### config.mk
export PLATFORM = sky130hd
export DESIGN_NAME = serial_char_xcvr
export DESIGN_NICKNAME = d
export VERILOG_FILES = /design/src/rtl/serial_char_xcvr.sv
export SDC_FILE = /design/constraint.sdc
export NUM_CORES = 1
export LEC_CHECK = 0
export ABC_CLOCK_PERIOD_IN_PS = 2400
export BUFFER_PORTS_ARGS = -buffer_cell sky130_fd_sc_hd__buf_2
export CORE_MARGIN = 4
export CORE_UTILIZATION = 54
export DETAILED_ROUTE_END_ITERATION = 6
export PLACE_DENSITY = 0.87
export SLEW_MARGIN = 15
export SYNTH_ARGS = -nofsm -noshare
export SYNTH_HDL_FRONTEND = slang
export SYNTH_SLANG_ARGS = --single-unit
### constraint.sdc
create_clock -name clk -period 2.4 [get_ports clk]
set_input_delay 0.24 -clock clk [delete_from_list [all_inputs] [get_ports clk]]
set_output_delay 0.24 -clock clk [all_outputs]
set_load 0.05 [all_outputs]
### src/rtl/serial_char_xcvr.sv
module serial_char_xcvr #(
  parameter int DIV_W = 16,
  parameter int OVS   = 16
) (
  input  logic             clk,
  input  logic             rst_n,
  input  logic [DIV_W-1:0] cfg_div,
  input  logic [1:0]       cfg_len,
  input  logic             cfg_par_en,
  input  logic             cfg_par_odd,
  input  logic [1:0]       cfg_stop,
  input  logic [7:0]       tx_data,
  input  logic             tx_valid,
  output logic             tx_ready,
  output logic             tx_line,
  input  logic             rx_line,
  output logic [7:0]       rx_data,
  output logic             rx_valid,
  output logic             rx_par_err,
  output logic             rx_frm_err
);
  localparam int TKW  = $clog2(2*OVS) + 1;
  localparam int HALF = OVS / 2;
  localparam logic [TKW-1:0] BIT_END  = TKW'(OVS - 1);
  localparam logic [TKW-1:0] MID_END  = TKW'(HALF - 1);
  localparam logic [TKW-1:0] STOP_1   = TKW'(OVS);
  localparam logic [TKW-1:0] STOP_1H  = TKW'(OVS + HALF);
  localparam logic [TKW-1:0] STOP_2   = TKW'(2*OVS);

  typedef enum logic [2:0] {S_IDLE, S_START, S_DATA, S_PAR, S_STOP} st_t;

  // shared oversample tick
  logic [DIV_W-1:0] div_cnt, div_lim;
  logic             tick;
  assign div_lim = (cfg_div == '0) ? '0 : cfg_div - 1'b1;
  assign tick    = (div_cnt >= div_lim);

  always_ff @(posedge clk or negedge rst_n)
    if (!rst_n)    div_cnt <= '0;
    else if (tick) div_cnt <= '0;
    else           div_cnt <= div_cnt + 1'b1;

  // transmitter
  st_t            tx_st;
  logic [7:0]     tx_sh;
  logic [TKW-1:0] tx_tk, tx_stop_len;
  logic [3:0]     tx_bit, tx_nbits;
  logic           tx_par, tx_par_on, tx_bit_end;
  logic [7:0]     tx_mask;

  assign tx_mask    = 8'hFF >> (2'd3 - cfg_len);
  assign tx_ready   = (tx_st == S_IDLE);
  assign tx_bit_end = (tx_st == S_STOP) ? (tx_tk == tx_stop_len - 1'b1) : (tx_tk == BIT_END);
  assign tx_line    = (tx_st == S_START) ? 1'b0 :
                      (tx_st == S_DATA)  ? tx_sh[0] :
                      (tx_st == S_PAR)   ? tx_par : 1'b1;

  always_ff @(posedge clk or negedge rst_n) begin
    if (!rst_n) begin
      tx_st       <= S_IDLE;
      tx_sh       <= '0;
      tx_tk       <= '0;
      tx_stop_len <= STOP_1;
      tx_bit      <= '0;
      tx_nbits    <= 4'd8;
      tx_par      <= 1'b0;
      tx_par_on   <= 1'b0;
    end else if (tx_st == S_IDLE) begin
      if (tx_valid) begin
        tx_sh       <= tx_data & tx_mask;
        tx_nbits    <= 4'd5 + {2'b00, cfg_len};
        tx_par      <= ^(tx_data & tx_mask) ^ cfg_par_odd;
        tx_par_on   <= cfg_par_en;
        tx_stop_len <= (cfg_stop == 2'd0) ? STOP_1 : (cfg_stop == 2'd1) ? STOP_1H : STOP_2;
        tx_tk       <= '0;
        tx_st       <= S_START;
      end
    end else if (tick) begin
      if (!tx_bit_end) tx_tk <= tx_tk + 1'b1;
      else begin
        tx_tk <= '0;
        case (tx_st)
          S_START: begin tx_bit <= '0; tx_st <= S_DATA; end
          S_DATA: begin
            tx_sh  <= tx_sh >> 1;
            tx_bit <= tx_bit + 1'b1;
            if (tx_bit == tx_nbits - 1'b1) tx_st <= tx_par_on ? S_PAR : S_STOP;
          end
          S_PAR:   tx_st <= S_STOP;
          default: tx_st <= S_IDLE;
        endcase
      end
    end
  end

  // receiver
  st_t            rx_st;
  logic           rx_s1, rx_s2, rx_par_bit, rx_par_on, rx_odd;
  logic [7:0]     rx_sh, rx_aligned;
  logic [1:0]     rx_len;
  logic [3:0]     rx_bit;
  logic [TKW-1:0] rx_tk;

  assign rx_aligned = rx_sh >> (2'd3 - rx_len);

  always_ff @(posedge clk or negedge rst_n) begin
    if (!rst_n) begin
      rx_s1 <= 1'b1;
      rx_s2 <= 1'b1;
    end else begin
      rx_s1 <= rx_line;
      rx_s2 <= rx_s1;
    end
  end

  always_ff @(posedge clk or negedge rst_n) begin
    if (!rst_n) begin
      rx_st      <= S_IDLE;
      rx_sh      <= '0;
      rx_len     <= '0;
      rx_bit     <= '0;
      rx_tk      <= '0;
      rx_par_bit <= 1'b0;
      rx_par_on  <= 1'b0;
      rx_odd     <= 1'b0;
      rx_data    <= '0;
      rx_valid   <= 1'b0;
      rx_par_err <= 1'b0;
      rx_frm_err <= 1'b0;
    end else begin
      rx_valid   <= 1'b0;
      rx_par_err <= 1'b0;
      rx_frm_err <= 1'b0;
      case (rx_st)
        S_IDLE:
          if (!rx_s2) begin
            rx_tk <= '0;
            rx_st <= S_START;
          end
        S_START:
          if (tick) begin
            if (rx_tk != MID_END) rx_tk <= rx_tk + 1'b1;
            else if (rx_s2) rx_st <= S_IDLE;
            else begin
              rx_tk     <= '0;
              rx_bit    <= '0;
              rx_len    <= cfg_len;
              rx_par_on <= cfg_par_en;
              rx_odd    <= cfg_par_odd;
              rx_st     <= S_DATA;
            end
          end
        default:
          if (tick) begin
            if (rx_tk != BIT_END) rx_tk <= rx_tk + 1'b1;
            else begin
              rx_tk <= '0;
              if (rx_st == S_DATA) begin
                rx_sh  <= {rx_s2, rx_sh[7:1]};
                rx_bit <= rx_bit + 1'b1;
                if (rx_bit == 4'd4 + {2'b00, rx_len}) rx_st <= rx_par_on ? S_PAR : S_STOP;
              end else if (rx_st == S_PAR) begin
                rx_par_bit <= rx_s2;
                rx_st      <= S_STOP;
              end else begin
                rx_data    <= rx_aligned;
                rx_valid   <= 1'b1;
                rx_par_err <= rx_par_on & (^rx_aligned ^ rx_par_bit ^ rx_odd);
                rx_frm_err <= ~rx_s2;
                rx_st      <= S_IDLE;
              end
            end
          end
      endcase
    end
  end
endmodule

After elaboration in Yosys (flattened, before gate mapping):

Index checks and enable logic that the tools add are counted.

* register bits after elaboration: 88
* logic and storage cells: 163
* input bits: 34
* output and inout bits: 13

* shift operators: 2
* add/sub/neg operators: 12
* bitwise logic cells: 13
* mux-type cells: 64
* reduce and logical (&&, ||, !) cells: 25
* equality and inequality tests: 23
* $lt $le $gt $ge: 1

Operator list (number)
* 2-to-1 mux 6 bit: 11
* 2-to-1 mux 3 bit: 15
* 2-to-1 mux 8 bit: 5
* 2-to-1 mux 16 bit: 2
* 2-to-1 mux 4 bit: 6
* AND reduction 4 bit: 5
* 2-to-1 mux 1 bit: 19
* adder 16 x 1 -> 16 bit (second input constant): 1
* greater-or-equal comparator 16 bit: 1
* logical NOT 16 bit: 1
* one-hot mux 4 bit (2 select lines): 2
* parity 8 bit: 2
* subtractor 16 x 1 -> 16 bit (second input constant): 1
* adder 6 x 1 -> 6 bit (second input constant): 2
* equality test 3 x 2 -> 1 bit (second input constant): 4
* one-hot mux 6 bit (2 select lines): 1
* AND reduction 6 bit: 2
* nonzero test 2 bit: 6
* inequality test 2 bit (second input constant): 5
* AND reduction 5 bit: 2
* one-hot mux 3 bit (3 select lines): 1
* adder 3 x 2 -> 4 bit (first input constant): 2
* adder 4 x 1 -> 4 bit (second input constant): 2
* bitwise AND 8 bit: 1
* 26 further kinds: 41

Logic depth before layout (Yosys ltp):

* depth in word-level cells: 11
* gate-level depth with buffers: 15
* depth with buffers taken out: 13

Least setup slack after synthesis:

No wires, ideal clock.

* kind: in2reg
* start: input cfg_div[5]
* end: register tx_sh[5]
* arrival: 3.602 ns
* data required time: 2.275 ns
* stages: 13
* path slack: -1.327 ns
* cell sequence: or4_1 > nor3_1 > nand2_1 > nor4_1 > xor2_1 > nand2_1 > ha_1 > nand4_1 > or2_0 > o311a_1 > buf_2 > o31ai_1 > mux2_2

* longest elaborated chain between the ends: 5

RTL lines
* start: declaration: RTL line 7 `input logic [DIV_W-1:0] cfg_div,`
* subtractor 16 x 1 -> 16 bit or logical NOT 16 bit (tied branches): RTL line 35 `assign div_lim = (cfg_div == '0) ? '0 : cfg_div - 1'b1;`
* 2-to-1 mux 16 bit *: RTL line 35
* greater-or-equal comparator 16 bit *: RTL line 36 `assign tick = (div_cnt >= div_lim);`
* nonzero test 2 bit (no source line) *
* AND reduction 4 bit (no source line) *
* end signal: assignment: RTL line 70 `tx_sh <= tx_data & tx_mask;`
* end signal: assignment: RTL line 85 `tx_sh <= tx_sh >> 1;`
* end: declaration: RTL line 45 `logic [7:0] tx_sh;`

Every way passes the cells marked *; elsewhere a longest branch is shown, timed or not.
A chain may end at the register's enable or synchronous reset.

Final worst setup path:

* start: input cfg_div[2]
* end: register tx_bit[3]

* longest elaborated chain between the ends: 4

RTL lines
* subtractor 16 x 1 -> 16 bit or logical NOT 16 bit (tied branches): RTL line 35
* 2-to-1 mux 16 bit *: RTL line 35
* greater-or-equal comparator 16 bit *: RTL line 36
* AND reduction 4 bit (no source line) *
* end signal: assignment: RTL line 86 `tx_bit <= tx_bit + 1'b1;`
* end: declaration: RTL line 47 `logic [3:0] tx_bit, tx_nbits;`

Marks and branches as above.

==> metrics.yaml <==
die_x_um: 107
viasPerCell: 6.45
clock_skew_ns: 0.00848
dieArea_mm2: 0.0114
drtAntennaViolNets: 0
tritoncts.num_buffers: 9
netlist_area_mm2: 0.00529
crit_fanout: 6
antenna_found_initial: 0
area_growth_pct: 34.9
die_h_um: 107
worst_slack_ns: -1.06
synth_fp_nets: 607
finalHoldViolations: 0
clk_pin_slew_worst_paths_ns: 0.09
critPathLaunchType: "input pin"
final_net_count: 729
ys.flop_type: "dfrtp_1"
synthTopCellsByArea: "dfrtp_1 (38%), ha_1 (6.4%), mux2_2 (5.5%)"
fmaxAchievable_ghz: 0.289
globalplace.congestion: 0.846
syn_avg_cell_area_um2: 9.68
violations: "setup timing"
relSlewSlack: 0.440
cts_root_buf: "clkbuf_8"
p_per_area_mw_per_mm2: 759
route.detailed.drc: 0
status: "finished with violations"
io-pin-count: 47
fillCellCount: 557
finalCriticalPeriod_ns: 3.46
drive_gt1_frac: 0.368
drt-pass1-iter-count: 7
required_ns: 2.66
synth_top_area_share: 0.384
setup_viol: 74
seq_area_frac_synth: 0.403
min_path_type: "input pin to flop"
clk_latency_ns: 0.37
synth_top_cell_by_area: "dfrtp_1"
drt_iter0_drc: 895
drv_slew: 0
placementRows: 35
ys_seq_elements: 85
syn_inst: 546
critPathKind: "input pin to flop"
cts_max_path_buffers: 2
synth_commonest_cells: "dfrtp_1 (81), nand2_1 (70), nor2_1 (32)"
postRouteWirelength_um: 17100
post-synth-top-count-cell: "dfrtp_1"
vias: 5172
num_antenna_cells: 0
peakVddDrop_v: 0.000620
post_drt_wl_per_cell_um: 21.3
grt_pass1_wl_um: 25100
synth_cell_types: 62
clock-sinks: 85
grt_max_degree: 48
grtUsageTotal: 0.276
crit_arrival_ns: 3.72
async_flop_share: 1.00
start_util: 0.564
dp_hpwl_um: 9300
cts_max_level: 3
grt_overflow: 0
fin_crit_sh: 1.44
cts_tree: "done"
grt_pass1_vias: 5153
synth_edf_count: 0
fin_hold_ws_ns: 0.103
register_area_mm2: 0.00213
rsz0062_at_grt: "yes"
multiInputGateArea_mm2: 0.00357
io_buffers: 46
cp-end-kind: "flop"
p_leak_nw: 3.29
tightestPinTransition_ns: 0.838
fin_setup_tns_ns: -66.36
yosys_warnings: 0
drv_cap: 0
core-area_mm2: 0.00937
-- cell type report --
type,instances,area share
multi-input cells,428,0.500
flip-flops and latches,85,0.299
repair buffers,132,0.138
well taps,129,0.0226
clock buffers,12,0.0204
clock inverters,4,0.0133
inverters,12,0.00632
-- power by group --
part	switching, mW	leakage (nW)	internal (mW)
logic	1.14	2.07	0.976
clock network	0.543	0.121	0.720
registers	0.330	1.10	1.70
total	2.01	3.29	3.40
-- critical path: stages --
cell     delay (ns)
buf_6          0.09
or4_4          0.55
nor3_4         0.27
nand2_2        0.14
buf_4          0.17
nor3_4         0.11
xor2_1         0.20
nand2_1        0.08
ha_1           0.28
nand4_1        0.13
or2_4          0.27
o311a_4        0.38
buf_6          0.16
or3_4          0.36
a211o_1        0.28
-- cell usage in the layout, fill, tap and decap left out, types with 16 or more instances in the layout --
| master | Yosys | final |
|---|---|---|
| buf_4 | 0 | 66 |
| mux2_4 | 0 | 24 |
| dfrtp_1 | 81 | 81 |
| ha_1 | 27 | 22 |
| o21ai_0 | 27 | 20 |
| nand2_1 | 70 | 64 |
| xnor2_1 | 27 | 27 |
| and3_1 | 18 | 16 |
| buf_2 | 4 | 45 |
| xor2_1 | 20 | 20 |
| nor2_1 | 32 | 28 |
| buf_6 | 1 | 16 |
-- cell families after synthesis --
family / after synthesis / share of synthesized area
xor+xnor: 47 / 0.0779
flops: 85 / 0.403
simple gates: 217 / 0.216
mux: 33 / 0.0781
compound gates: 104 / 0.135
buf+inv: 33 / 0.0258
fa+ha+maj: 27 / 0.0639
-- worst paths after layout --
kind	start	endpoint	slack [ns]	cells past startpoint
max	cfg_div[2]	tx_bit[3]$_DFFE_PN0P_	-1.06	15
min	cfg_stop[1]	tx_stop_len[5]$_DFFE_PN0P_	0.10	3
max reg2reg	rx_tk[0]$_DFFE_PN0P_	rx_bit[3]$_DFFE_PN0P_	-0.23	8
min reg2reg	rx_s1$_DFF_PN1_	rx_s2$_DFF_PN1_	0.37	0
max in group asynchronous	rst_n	rx_par_err$_DFF_PN0_	1.38	3
min in group asynchronous	rst_n	tx_sh[7]$_DFFE_PN0P_	0.39	2
-- stage by stage --
step	cells	cell area, um2	utilization	setup WS [ns]	power (mW)
detailed placement	759	6240	0.666	-1.45	3.65
floorplan	546	5490	-	-1.10	3.07
global placement	759	6240	0.666	-1.32	3.51
global route	802	7130	0.761	-1.18	5.62
CTS	797	6900	0.737	-0.912	5.09
finish	802	7130	0.761	-1.06	5.41
-- sequential cells by signal, summed over array words and instances (netlist names), 2 cells and up --
| signal | flops |
|---|---|
| div_cnt | 16 |
| rx_bit | 4 |
| rx_data | 8 |
| rx_len | 2 |
| rx_sh | 8 |
| rx_st | 3 |
| rx_tk | 6 |
| tx_bit | 4 |
| tx_nbits | 4 |
| tx_sh | 8 |
| tx_st | 3 |
| tx_stop_len | 3 |
| tx_tk | 6 |
-- metal layers --
layer	share of wire	vias up	global-route usage
li1	-	2225	-
met1	0.37	2455	0.333
met2	0.49	390	0.474
met3	0.084	102	0.0367
met4	0.051	0	0.156
met5	0	-	0
-- repair_timing --
action	in CTS	in global routing
gates cloned	1	1
hold buffers	2	0
endpoints found under the hold margin	35	0
setup endpoints to repair	74	74
pin swaps	30	21
resized for setup	60	35
setup buffers	19	9
Power figures use the tool's default switching activity.
